File: src/rtl/ring_readout.sv
module ring_readout #(
  parameter int DEPTH  = 8,
  parameter int DATA_W = 8,
  parameter int RD_LAT = 2,
  localparam int ADDR_W = (DEPTH > 1) ? $clog2(DEPTH) : 1
) (
  input  logic              clk,
  input  logic              rst_n,
  input  logic              start_i,
  input  logic [ADDR_W-1:0] start_addr_i,
  input  logic              arm_i,
  output logic              ram_rd_o,
  output logic [ADDR_W-1:0] ram_addr_o,
  input  logic [DATA_W-1:0] ram_data_i,
  input  logic              ram_valid_i,
  output logic [DATA_W-1:0] out_data_o,
  output logic              out_valid_o,
  output logic              done_o
);
  localparam logic [ADDR_W-1:0] LAST = ADDR_W'(DEPTH - 1);

  logic              busy;
  logic [ADDR_W-1:0] rd_addr;
  logic [ADDR_W-1:0] rd_cnt;
  logic [ADDR_W-1:0] ret_cnt;
  logic [RD_LAT-1:0] slot;
  logic              start_ok;
  logic              slot_now;
  logic              last_ret;

  assign slot_now   = slot[RD_LAT-1];
  assign start_ok   = start_i && !busy && (slot == '0);
  assign last_ret   = slot_now && (ret_cnt == LAST);
  assign ram_rd_o   = busy;
  assign ram_addr_o = rd_addr;

  always_ff @(posedge clk) begin
    if (!rst_n) begin
      busy    <= 1'b0;
      rd_addr <= '0;
      rd_cnt  <= '0;
    end else if (start_ok) begin
      busy    <= 1'b1;
      rd_addr <= start_addr_i;
      rd_cnt  <= '0;
    end else if (busy) begin
      rd_addr <= (rd_addr == LAST) ? '0 : rd_addr + 1'b1;
      rd_cnt  <= rd_cnt + 1'b1;
      if (rd_cnt == LAST) busy <= 1'b0;
    end
  end

  always_ff @(posedge clk) begin
    if (!rst_n) begin
      slot <= '0;
    end else begin
      slot[0] <= busy;
      for (int i = 1; i < RD_LAT; i++) slot[i] <= slot[i-1];
    end
  end

  always_ff @(posedge clk) begin
    if (!rst_n) begin
      ret_cnt     <= '0;
      out_valid_o <= 1'b0;
      out_data_o  <= '0;
      done_o      <= 1'b0;
    end else begin
      out_valid_o <= slot_now && ram_valid_i;
      out_data_o  <= ram_data_i;
      if (start_ok)      ret_cnt <= '0;
      else if (slot_now) ret_cnt <= ret_cnt + 1'b1;
      if (last_ret)                done_o <= 1'b1;
      else if (start_ok || arm_i)  done_o <= 1'b0;
    end
  end

  AST_FIRST_ADDR: assert property (@(posedge clk) disable iff (!rst_n)
    $past(start_ok) |-> ram_rd_o && ram_addr_o == $past(start_addr_i));
  AST_ADDR_STEP: assert property (@(posedge clk) disable iff (!rst_n)
    ram_rd_o && $past(ram_rd_o) && !$past(start_ok) |->
      ram_addr_o == (($past(ram_addr_o) == LAST) ? '0 : $past(ram_addr_o) + 1'b1));
  AST_OUT_IN_SLOT: assert property (@(posedge clk) disable iff (!rst_n)
    out_valid_o |-> $past(slot_now) && $past(ram_valid_i));
  AST_DONE_QUIET: assert property (@(posedge clk) disable iff (!rst_n)
    done_o |-> !ram_rd_o);
  AST_DONE_HOLD: assert property (@(posedge clk) disable iff (!rst_n)
    $past(done_o) && !$past(arm_i) && !$past(start_i) |-> done_o);
  AST_ARM_CLEAR: assert property (@(posedge clk) disable iff (!rst_n)
    $past(arm_i) && $past(done_o) |-> !done_o);
endmodule

File: config.mk
export PLATFORM = sky130hd
export DESIGN_NAME = ring_readout
export DESIGN_NICKNAME = d
export VERILOG_FILES = /design/src/rtl/ring_readout.sv
export SDC_FILE = /design/constraint.sdc
export NUM_CORES = 1
export LEC_CHECK = 0
export ABC_AREA = 1
export BUFFER_PORTS_ARGS = -buffer_cell sky130_fd_sc_hd__buf_2
export CAP_MARGIN = 40
export CORE_MARGIN = 1
export CORE_UTILIZATION = 51
export DETAILED_ROUTE_END_ITERATION = 16
export PLACE_DENSITY = 0.83
export SETUP_SLACK_MARGIN = 0.5
export SYNTH_ARGS = -nofsm -noshare
export SYNTH_HDL_FRONTEND = slang
export SYNTH_SLANG_ARGS = --single-unit
export TNS_END_PERCENT = 20
File: constraint.sdc
create_clock -name clk -period 3.55 [get_ports clk]
set_clock_uncertainty 0.2 [all_clocks]
set_input_delay 0.1775 -clock clk [delete_from_list [all_inputs] [get_ports clk]]
set_output_delay 0.1775 -clock clk [all_outputs]
set_load 0.1 [all_outputs]
* After elaboration in Yosys (flattened, before gate mapping)
Index checks and enable logic that the tools add are counted.
Word-level totals: register bits 22, bits of input ports 16, word-level logic and storage cells 33
Cells by class: equal/unequal tests 3, multiplexer cells 8, reductions and logical operators 10, bitwise gates (word level) 1, add/subtract/negate cells 3
Operators with widths (count):
- $add A3 B1 Y3 const B | 3
- $eq A3 B3 Y1 const B | 3
- $mux W3 | 3
- $mux W1 | 5
- $logic_and A1 B1 Y1 | 4
- $reduce_bool A2 Y1 | 2
- $logic_not A2 Y1 | 1
- $reduce_or A2 Y1 | 1
- $logic_not A1 Y1 | 1
- $logic_or A1 B1 Y1 | 1
- $not A1 Y1 | 1

* Longest topological paths before layout
Gate-level depths: netlist of the first run.
depth in word-level cells 6, depth in mapped cells 7, gate-level depth less buffers 7

* Worst setup path before layout of the first run
No wires, ideal clock.
path type reg-to-reg, from register rd_addr[0], in the netlist ram_addr_o[0], to register rd_addr[0], in the netlist ram_addr_o[0], data required time 3230 ps, slack 1584 ps, stages on the path, launching flop included 8, arrival time 1647 ps, period minus slack after synthesis 1966 ps, path buffers 0, path through dfxtp_1 ha_1 ha_1 nor2_1 nand2_1 nand2_1 inv_1 a21oi_1
On the way: word-level cells in the longest chain between the ends 4, elaborated cells on any way between the ends 5
RTL lines:
- start, declared | line 23 | logic [ADDR_W-1:0] rd_addr;
- start signal, assigned | line 44 | rd_addr <= start_addr_i;
- start signal, assigned | line 47 | rd_addr <= (rd_addr == LAST) ? '0 : rd_addr + 1'b1;
- $add A3 B1 Y3 / $eq A3 B3 Y1 (equally long branches) | line 47
- $mux W3 (*) | line 47
- $mux W3 (*) | line 46 | end else if (busy) begin
- $mux W3 (*) | line 42 | end else if (start_ok) begin
Mark *: on every way between the ends. The rest lies on a longest branch, timed or not. The select of a mux whose other input is x is not followed. A chain may end at the register's enable or synchronous reset.

* Worst setup path after layout of the first run
from register busy, in the netlist ram_rd_o, to output ram_rd_o
RTL lines:
- start, declared | line 22 | logic busy;
- start signal, assigned | line 39 | busy <= 1'b0;
- start signal, assigned | line 43 | busy <= 1'b1;
- start signal, assigned | line 49 | if (rd_cnt == LAST) busy <= 1'b0;
- end, declared | line 12 | output logic ram_rd_o,
No word-level cell between the ends.

==> metrics.md, run 1 <==
| Metric | Value |
|---|---|
| CP required | 3170 ps |
| Worst-margin pin slew | 492.5 ps |
| CP startpoint kind | register |
| Critical Path Fanout Max | 9 |
| DR DRC count | 2 |
| Pwr dens | 450.2 mW/mm^2 |
| Main synth FF type | dfxtp_1 |
| TritonCTS clock tree | yes |
| Area occupied by multi-input gates | 339.1 sq um |
| Worst-case vdd ir drop | 0.2557 mV |
| DP Wirelength | 1.119 mm |
| Placed Cells | 145 |
| Post-route setup TNS | 0 ps |
| Leak pwr | 0.6303 nW |
| Final Hold Vio Count | 0 |
| Placed Area | 0.001012 sq mm |
| Register clock-pin slew on the reported worst setup and hold paths | 110 ps |
| Count of flip-flops with a built-in enable after synthesis | 0 |
| Area delta synth->final | 29.76% |
| Worst min path class | in -> reg |
| Area share of fa/ha/maj cells after synthesis | 8.584% |
| Vert. Die Dim | 43.41 microns |
| # IOs | 30 |
| Slew HR | 67.40% |
| Largest family of logic cells by synthesized area | simple AND/OR/NAND/NOR gates |
| Vias per cell | 4.601 |
| #FFs+latches synth | 22 |
| Initial Util | 56.10% |
| Pre-Repair DR Iteration Count | 10 |
| Antenna violations before repair | 0 |
| Status | complete, but fails checks |
| Final instance area | 0.001135 sq mm |
| Avg WL per Cell | 9.937 microns |
| CTS buffer count | 3 |
| Post-cts sizing count | 0 |
| Mean post-synth cell area | 8.491 sq um |
| CP endpoint kind | output pin |
| Final setup fails | 0 |
| Synth Instances | 103 |
| Sequential area share after synthesis | 50.36% |
| Die area | 0.001884 sq mm |
| Number of global-route vias before repair | 754 |
| N_diodes | 0 |
| Failing checks | DRC |
| Clk_lat worst skew | 300 ps |
| XOR/XNOR Fraction of Synth Area | 2.003% |
| Post-synthesis compound-gate area fraction | 5.579% |
| Mux cell area share after synthesis | 0% |
| Minimum clock period | 1732 ps |
| Cell area after synthesis | 874.6 sq um |
| First-pass GRT wire length | 2.842 mm |
| Largest net degree at the start of global routing | 14 |
| Worst Hold Slack | 4.885 ps |
| Worst path slowest cell | dfxtp_1 |
| Finished Layout Cells | 158 |
| WS Path Type | reg -> out |
| Crit share post-route | 48.80% |
| Fin. max-slew vios | 0 |
| Pre-CTS setup slack | 2134 ps |
| Die X | 43.41 microns |
| Worst setup margin | 1818 ps |
| Clock Sinks | 22 |
| Synthesized Nets | 125 |
| CP max stage delay | 560 ps |
| Htree depth | 1 |
| Synth Area in Simple Gates | 22.60% |
| Nets | 166 |
| Fill cells | 130 |
| Clock tree buffer depth | 2 |
| Final total power | 0.5109 mW |
| Rows | 14 |
| Vias post-DR | 727 |
| Crit path max-delay family | flip-flops |
| Reg area | 440.4 sq um |
| Critical-path cell list | buf_2 |
| Post-CTS Setup Inserts | 0 |
| Fmax | 0.5772 GHz |
| CP Data Arrival Time | 1350 ps |
| WL final | 1.570 mm |
| Gr ovfl total | 0 |
| Max-cap violation count | 0 |
| Layout cells sized above 1 | 26.76% |
| WP buf/inv | 1 |
| Root Driver | clkbuf_4 |
| Synth warn | 0 |
| Core Region | 0.001559 sq mm |
| Starting DRT DRC Count | 8 |
| IO Port Bufs | 29 |
| RSZ-0062 raised after global routing | no |
| Synth cell types | 17 |
| Async S/R FF share, synth | 0% |
| RePlAce Congestion | 0.7509 |
| Final core occ | 72.79% |
| All-Layer GR Usage | 20.26% |
| Number of nets with antenna violations after routing | 0 |
==> logic make-up (layout without fill, tap and decap cells) <==
kind of cell / count (synthesis) / in the layout
buffers and inverters: 21 / 60
adder cells (fa/ha/maj): 6 / 6
AND/OR/NAND/NOR: 43 / 43
flip-flops: 22 / 22
XOR/XNOR: 2 / 2
AO/OA/AOI/OAI: 9 / 9
==> path summary, 6_finish.rpt <==
kind                                     from             to  slack [ps]  cells past startpoint
worst max-delay path                 ram_rd_o       ram_rd_o        1820                      1
worst min-delay path                    rst_n  out_data_o[3]           5                      3
worst max register to register  ram_addr_o[0]  ram_addr_o[1]        2170                      7
worst min register to register         done_o         done_o         270                      2
==> Yosys cell counts (2+ instances only) <==
library cell  instances  area [sq um]
inv_1                17         63.81
nand3_1               7         35.03
xnor2_1               2         17.52
buf_6                 2         22.52
ha_1                  6         75.07
nor2_1                5         18.77
nor2_4                2         22.52
a21oi_1               7         35.03
nand2_1              26         97.59
dfxtp_1              22         440.4
==> where the power goes <==
group / leakage [nW] / total [mW] / internal (mW) / switching (mW)
clock network: 0.0138 / 0.106 / 0.0395 / 0.0662
logic: 0.436 / 0.135 / 0.0345 / 0.101
registers: 0.181 / 0.270 / 0.259 / 0.0104
==> layout make-up <==
| type | instances | area share [%] |
|---|---|---|
| Clock buffer | 3 | 1.985 |
| Inverter | 18 | 5.954 |
| Multi-Input combinational cell | 60 | 29.88 |
| Sequential cell | 22 | 38.81 |
| Tap cell | 16 | 1.764 |
| Timing Repair Buffer | 39 | 21.61 |
==> repair_timing <==
action | CTS | global route
setup endpoints to repair | 0 | 0
endpoints found under the hold margin | 10 | 0
hold buffers | 10 | 0
==> state kept, by name, summed over array words and instances (netlist names) <==
register,cells
done_o,1
out_data_o,8
out_valid_o,1
ram_addr_o,3
ram_rd_o,1
rd_cnt,3
ret_cnt,3
slot,2
==> cells in the final DEF, fill, tap and decap left out <==
cell           count
a21oi_1            7
dfxtp_1           22
nand2_4            1
nand2_2            1
inv_1             17
nand2_1           26
o21ai_1            1
xnor2_1            2
a21oi_2            1
ha_1               6
nor2_1             5
nand3_1            7
dlygate4sd3_1     10
nor2_4             2
inv_2              1
clkbuf_4           3
or2_1              1
buf_2             29
==> layer usage <==
layer	track usage, %	up-vias	part of all wire (%)
li1	-	391	-
met1	20.00	306	43
met2	40.91	26	50
met3	3.750	4	5.3
met4	7.500	0	1.3
met5	0	-	0
No activity file was read; power rests on OpenSTA's default activity.
==> inputs of run 2 (changes only) <==
Settings changed: ABC_AREA 1 to 0, CORE_ASPECT_RATIO set to 1.4, CORE_UTILIZATION 51 to 42, PLACE_DENSITY 0.83 to 0.74.
Clock period 3.55 ns to 1.4 ns, I/O delays scaled along.
==> metrics.md, run 2 <==
| Metric | Value |
|---|---|
| Most frequent cells in the layout | buf_2, buf_12, dfxtp_2, dlygate4sd3_1 |
| CP Data Arrival Time | 1690 ps |
| Vias per cell | 4.796 |
| Synth warn | 0 |
| Slew HR | 80.95% |
| Htree depth | 1 |
| WS Path Type | reg -> reg |
| Critical-path cell list | or4b_4, mux2_4, a32o_1 |
| DP Wirelength | 1.119 mm |
| Rows | 18 |
| Starting DRT DRC Count | 5 |
| Critical Path Fanout Max | 2 |
| CP endpoint kind | register |
| Antenna violations before repair | 0 |
| RePlAce Congestion | 0.6493 |
| Nets | 140 |
| Worst r2r src | slot[0] |
| Final Hold Vio Count | 19 |
| Largest net degree at the start of global routing | 19 |
| Fmax | 0.5947 GHz |
| Async S/R FF share, synth | 0% |
| All-Layer GR Usage | 19.69% |
| Synth area leader | dfxtp_1 |
| CP max stage delay | 540 ps |
| Die area | 0.002194 sq mm |
| Synth cell types | 23 |
| Crit share post-route | 120.1% |
| Reg2Reg Setup Slack | -280 ps |
| Final instance area | 0.001409 sq mm |
| Reg area | 459.2 sq um |
| Cell area after synthesis | 843.3 sq um |
| Main synth FF type | dfxtp_1 |
| WL final | 1.863 mm |
| N_diodes | 0 |
| Fin. max-slew vios | 0 |
| Clock tree buffer depth | 2 |
| # IOs | 30 |
| Hold Buf Count CTS | 10 |
| Critical Path End | ram_addr_o[1] |
| Commonest non-fill, non-tap cell in the layout | buf_2 |
| Worst min path class | in -> reg |
| Max FFs per register | 8 |
| Synth cell count leaders | dfxtp_1, and2_1, nor2_1 |
| Clock Sinks | 22 |
| Critical Path Start | slot[0] |
| FF-to-FF End | ram_addr_o[1] |
| Initial Util | 46.23% |
| Leak pwr | 0.6376 nW |
| Status | complete, but fails checks |
| CTS buffer count | 3 |
| Vert. Die Dim | 55.02 microns |
| Pwr dens | 1161 mW/mm^2 |
| Worst-case vdd ir drop | 0.6881 mV |
| Clk_lat worst skew | 310 ps |
| Sequential area share after synthesis | 52.23% |
| Number of global-route vias before repair | 697 |
| WP buf/inv | 0 |
| Layout cells sized above 1 | 47.86% |
| Area occupied by multi-input gates | 375.4 sq um |
| Worst path slowest cell | or4b_4 |
| Synth area leaders | dfxtp_1, ha_1, and2_1 |
| Synthesized Nets | 97 |
| Avg WL per Cell | 13.60 microns |
| TritonCTS clock tree | yes |
| Pre-Repair DR Iteration Count | 4 |
| DR DRC count | 0 |
| Placed Area | 0.001025 sq mm |
| Crit. path cell count | 3 |
| Post-CTS Setup Inserts | 0 |
| CP required | 1410 ps |
| Synth Instances | 75 |
| Worst Hold Slack | -143.6 ps |
| Max-cap violation count | 0 |
| Area delta synth->final | 67.06% |
| Top reg by flops | out_data_o |
| Worst setup margin | -281.5 ps |
| Failing checks | hold timing, setup timing |
| Count of flip-flops with a built-in enable after synthesis | 0 |
| Root Driver | clkbuf_4 |
| Top cell type's share of synthesized area | 52.23% |
| First-pass GRT wire length | 2.870 mm |
| Minimum clock period | 1681 ps |
| Most frequent cell after synthesis | dfxtp_1 |
| Worst-margin pin slew | 285.8 ps |
| Final setup fails | 11 |
| CP startpoint kind | register |
| IO Port Bufs | 29 |
| Register clock-pin slew on the reported worst setup and hold paths | 130 ps |
| Number of nets with antenna violations after routing | 0 |
| Gr ovfl total | 0 |
| Crit path max-delay family | simple AND/OR/NAND/NOR gates |
| #FFs+latches synth | 22 |
| Core Region | 0.001824 sq mm |
| Cells on worst reg2reg path | 3 |
| Vias post-DR | 657 |
| RSZ-0062 raised after global routing | yes |
| Mean post-synth cell area | 11.24 sq um |
| Die X | 39.87 microns |
| Fill cells | 109 |
==> run 2: changes by cell type in the layout (fill, tap and decap cells not counted), sizes merged, moves of 2 or more <==
cell    before  now
and2         0   10
and2b        0    2
a21oi        8    0
buf         29   32
inv         18    2
nand2       28    4
a21boi       0    2
mux2i        0    5
nand3        7    0
==> run 2: worst reg2reg max path, cell delays in order (launching register included) <==
cell     delay [ps]
dfxtp_2         340
or4b_4          540
mux2_4          310
a32o_1          200
==> run 2: what timing repair did <==
| action | 4_1_cts | 5_1_grt |
|---|---|---|
| endpoints found under the setup margin | 27 | 27 |
| resized for setup | 68 | 3 |
| endpoints found under the hold margin | 21 | 19 |
==> run 2: how the worst min path moves through the flow <==
stage / slack [ps] / startpoint / cells past startpoint / endpoint
detailed placement: 80 / ram_data_i[3] / 2 / out_data_o[3]
finish: -140 / start_addr_i[0] / 3 / ram_addr_o[0]
CTS: -130 / start_addr_i[0] / 3 / ram_addr_o[0]
floorplan: -4 / rst_n / 1 / ram_addr_o[1]
global route: -120 / start_addr_i[0] / 3 / ram_addr_o[0]
global placement: 80 / ram_data_i[2] / 2 / out_data_o[2]
==> run 2: kinds of logic (layout without fill, tap and decap cells) <==
family / after synthesis / after routing / share of synthesized area (%)
multiplexers: 6 / 6 / 7.715
AND/OR/NAND/NOR: 28 / 28 / 19.59
flip-flops: 22 / 22 / 52.23
buffers and inverters: 6 / 48 / 4.599
XOR/XNOR: 2 / 2 / 2.078
AO/OA/AOI/OAI: 5 / 5 / 4.896
adder cells (fa/ha/maj): 6 / 6 / 8.902
==> run 2: final cells by class <==
type,instances,share of cell area (%)
repair buffers,42,34.72
flip-flops and latches,22,32.59
multi-input cells,47,26.64
clock inverters,1,2.131
well taps,20,1.776
clock buffers,3,1.599
inverters,2,0.5329
==> run 2: through the flow <==
step | utilization, % | power, mW | TNS [ps] | std cells | worst slack (ps)
final | 77.23 | 1.635 | -1528 | 137 | -281.5
after global routing | 77.23 | 1.688 | -2009 | 137 | -320.9
after CTS | 76.95 | 1.637 | -1503 | 137 | -274.8
after detailed placement | 56.17 | 1.042 | -1881 | 123 | -247.3
after global placement | 56.17 | 1.035 | -1613 | 123 | -229.0
after floorplan | - | 0.9706 | -4105 | 75 | -605.0
==> run 2: per-layer routing <==
| metal | part of all wire [%] | wire, microns | GRT usage [%] |
|---|---|---|---|
| met2 | 58 | 1081 | 37.63 |
| met4 | 0.75 | 14 | 8.621 |
| met5 | 0 | 0 | 0 |
| met3 | 2.6 | 49 | 2.800 |
| met1 | 38 | 717 | 19.95 |
==> run 2: power breakdown <==
| part | internal, mW | switching (mW) |
|---|---|---|
| combinational | 0.195 | 0.263 |
| clock | 0.289 | 0.194 |
| sequential | 0.663 | 0.0310 |
==> inputs of run 3 (changes only) <==
Settings changed: CELL_PAD_IN_SITES_DETAIL_PLACEMENT set to 1, CELL_PAD_IN_SITES_GLOBAL_PLACEMENT set to 2, CORE_UTILIZATION 42 to 26.
==> metrics.md, run 3 (synthesis results as in run 2) <==
| Metric | Value |
|---|---|
| Starting DRT DRC Count | 5 |
| Worst setup margin | -268.2 ps |
| Layout cells sized above 1 | 51.30% |
| CP startpoint kind | register |
| Number of nets with antenna violations after routing | 0 |
| Clk_lat worst skew | 260 ps |
| Reg2Reg Setup Slack | -270 ps |
| All-Layer GR Usage | 12.85% |
| N_diodes | 0 |
| Core Region | 0.003093 sq mm |
| Hold EP | out_valid_o |
| DP Wirelength | 1.340 mm |
| # IOs | 30 |
| Worst r2r src | slot[0] |
| Worst min path class | in -> reg |
| Hold path depth | 2 |
| IO Port Bufs | 29 |
| Slew HR | 80.19% |
| Fin. max-slew vios | 0 |
| Register clock-pin slew on the reported worst setup and hold paths | 80 ps |
| Most frequent cells in the layout | buf_2, buf_12, dfxtp_2, and2_1, dfxtp_1 |
| Vias post-DR | 666 |
| CTS buffer count | 3 |
| Rows | 24 |
| Post-route setup TNS | -1509 ps |
| Failing checks | hold timing, setup timing |
| Critical Path Fanout Max | 2 |
| Max-cap violation count | 0 |
| Fmax | 0.5995 GHz |
| Cells on worst reg2reg path | 3 |
| Clock Sinks | 22 |
| Crit share post-route | 119.2% |
| WL final | 2.050 mm |
| Commonest non-fill, non-tap cell in the layout | buf_2 |
| Hold_sp | ram_valid_i |
| Gr ovfl total | 0 |
| Max FFs per register | 8 |
| WS Path Type | reg -> reg |
| Final Hold Vio Count | 9 |
| Final total power | 1.589 mW |
| Placed Cells | 142 |
| Status | complete, but fails checks |
| FF-to-FF End | ram_addr_o[1] |
| Final instance area | 0.001411 sq mm |
| Placed Area | 0.001049 sq mm |
| TritonCTS clock tree | yes |
| Hold Buf Count CTS | 8 |
| Root Driver | clkbuf_8 |
| Finished Layout Cells | 154 |
| Htree depth | 1 |
| Worst-case vdd ir drop | 0.4116 mV |
| Minimum clock period | 1668 ps |
| Die X | 50.13 microns |
| Worst-margin pin slew | 297.2 ps |
| Area delta synth->final | 67.36% |
| Top reg by flops | out_data_o |
| DR DRC count | 0 |
| Vert. Die Dim | 69.39 microns |
| Fill cells | 332 |
| Vias per cell | 4.325 |
| Pwr dens | 1126 mW/mm^2 |
| Die area | 0.003478 sq mm |
| Worst Hold Slack | -148.9 ps |
| Pre-CTS setup slack | -250.5 ps |
| Initial Util | 27.27% |
| Clock tree buffer depth | 2 |
| Avg WL per Cell | 13.31 microns |
| First-pass GRT wire length | 3.367 mm |
| Final core occ | 45.63% |
| Final setup fails | 11 |
| Number of global-route vias before repair | 753 |
| Antenna violations before repair | 0 |
| Nets | 138 |
| CP required | 1350 ps |
| Largest net degree at the start of global routing | 19 |
| Pre-Repair DR Iteration Count | 2 |
| CP Data Arrival Time | 1620 ps |
| CP endpoint kind | register |
| Leak pwr | 0.6590 nW |
| RePlAce Congestion | 0.6807 |
| RSZ-0062 raised after global routing | yes |
## run 3: cell count changes in the layout (fill, tap and decap cells not counted), sizes merged
| cell | delta |
|---|---|
| bufinv | -1 |
| buf | +3 |
| clkbuf | +1 |
| dlymetal6s4s | +3 |
| dlygate4sd3 | -8 |
## run 3: power by group
group / total [mW] / switching [mW] / internal, mW
logic: 0.450 / 0.262 / 0.188
clock network: 0.445 / 0.195 / 0.250
registers: 0.694 / 0.0318 / 0.663
## run 3: metal layers
layer	track usage, %	up-vias	wire [microns]
met5	0	-	0
met4	7.619	0	34
met3	1.096	2	47
met2	23.56	13	1222
met1	13.61	323	747
li1	-	328	-
## run 3: worst max-delay path by stage
stage / startpoint / end / slack (ps) / depth (start not counted)
floorplan: ram_rd_o / ram_addr_o[1] / -610 / 5
global placement: slot[0] / ram_addr_o[1] / -230 / 3
detailed placement: slot[0] / ram_addr_o[1] / -250 / 3
CTS: slot[0] / ram_addr_o[1] / -260 / 3
global route: slot[0] / ram_addr_o[1] / -300 / 3
finish: slot[0] / ram_addr_o[1] / -270 / 3
## run 3: what timing repair did
item                                    4_1_cts  5_1_grt
setup buffers                                 0        0
endpoints found under the setup margin       27       34
resized for setup                            66       10
hold endpoints to repair                     13        7
## run 3: critical path: stages, from the launching register on
cell and delay (ps):
dfxtp_2 320, or4b_4 540, mux2_4 310, a32o_1 200
## run 3: layout make-up
type / count / area, sq um / area share [%]
multi-input combinational: 47 / 379.1 / 26.86
tap: 39 / 48.80 / 3.457
inverter: 2 / 7.507 / 0.5319
timing repair buffer: 40 / 461.7 / 32.71
sequential: 22 / 459.2 / 32.54
clock buffer: 4 / 55.05 / 3.901
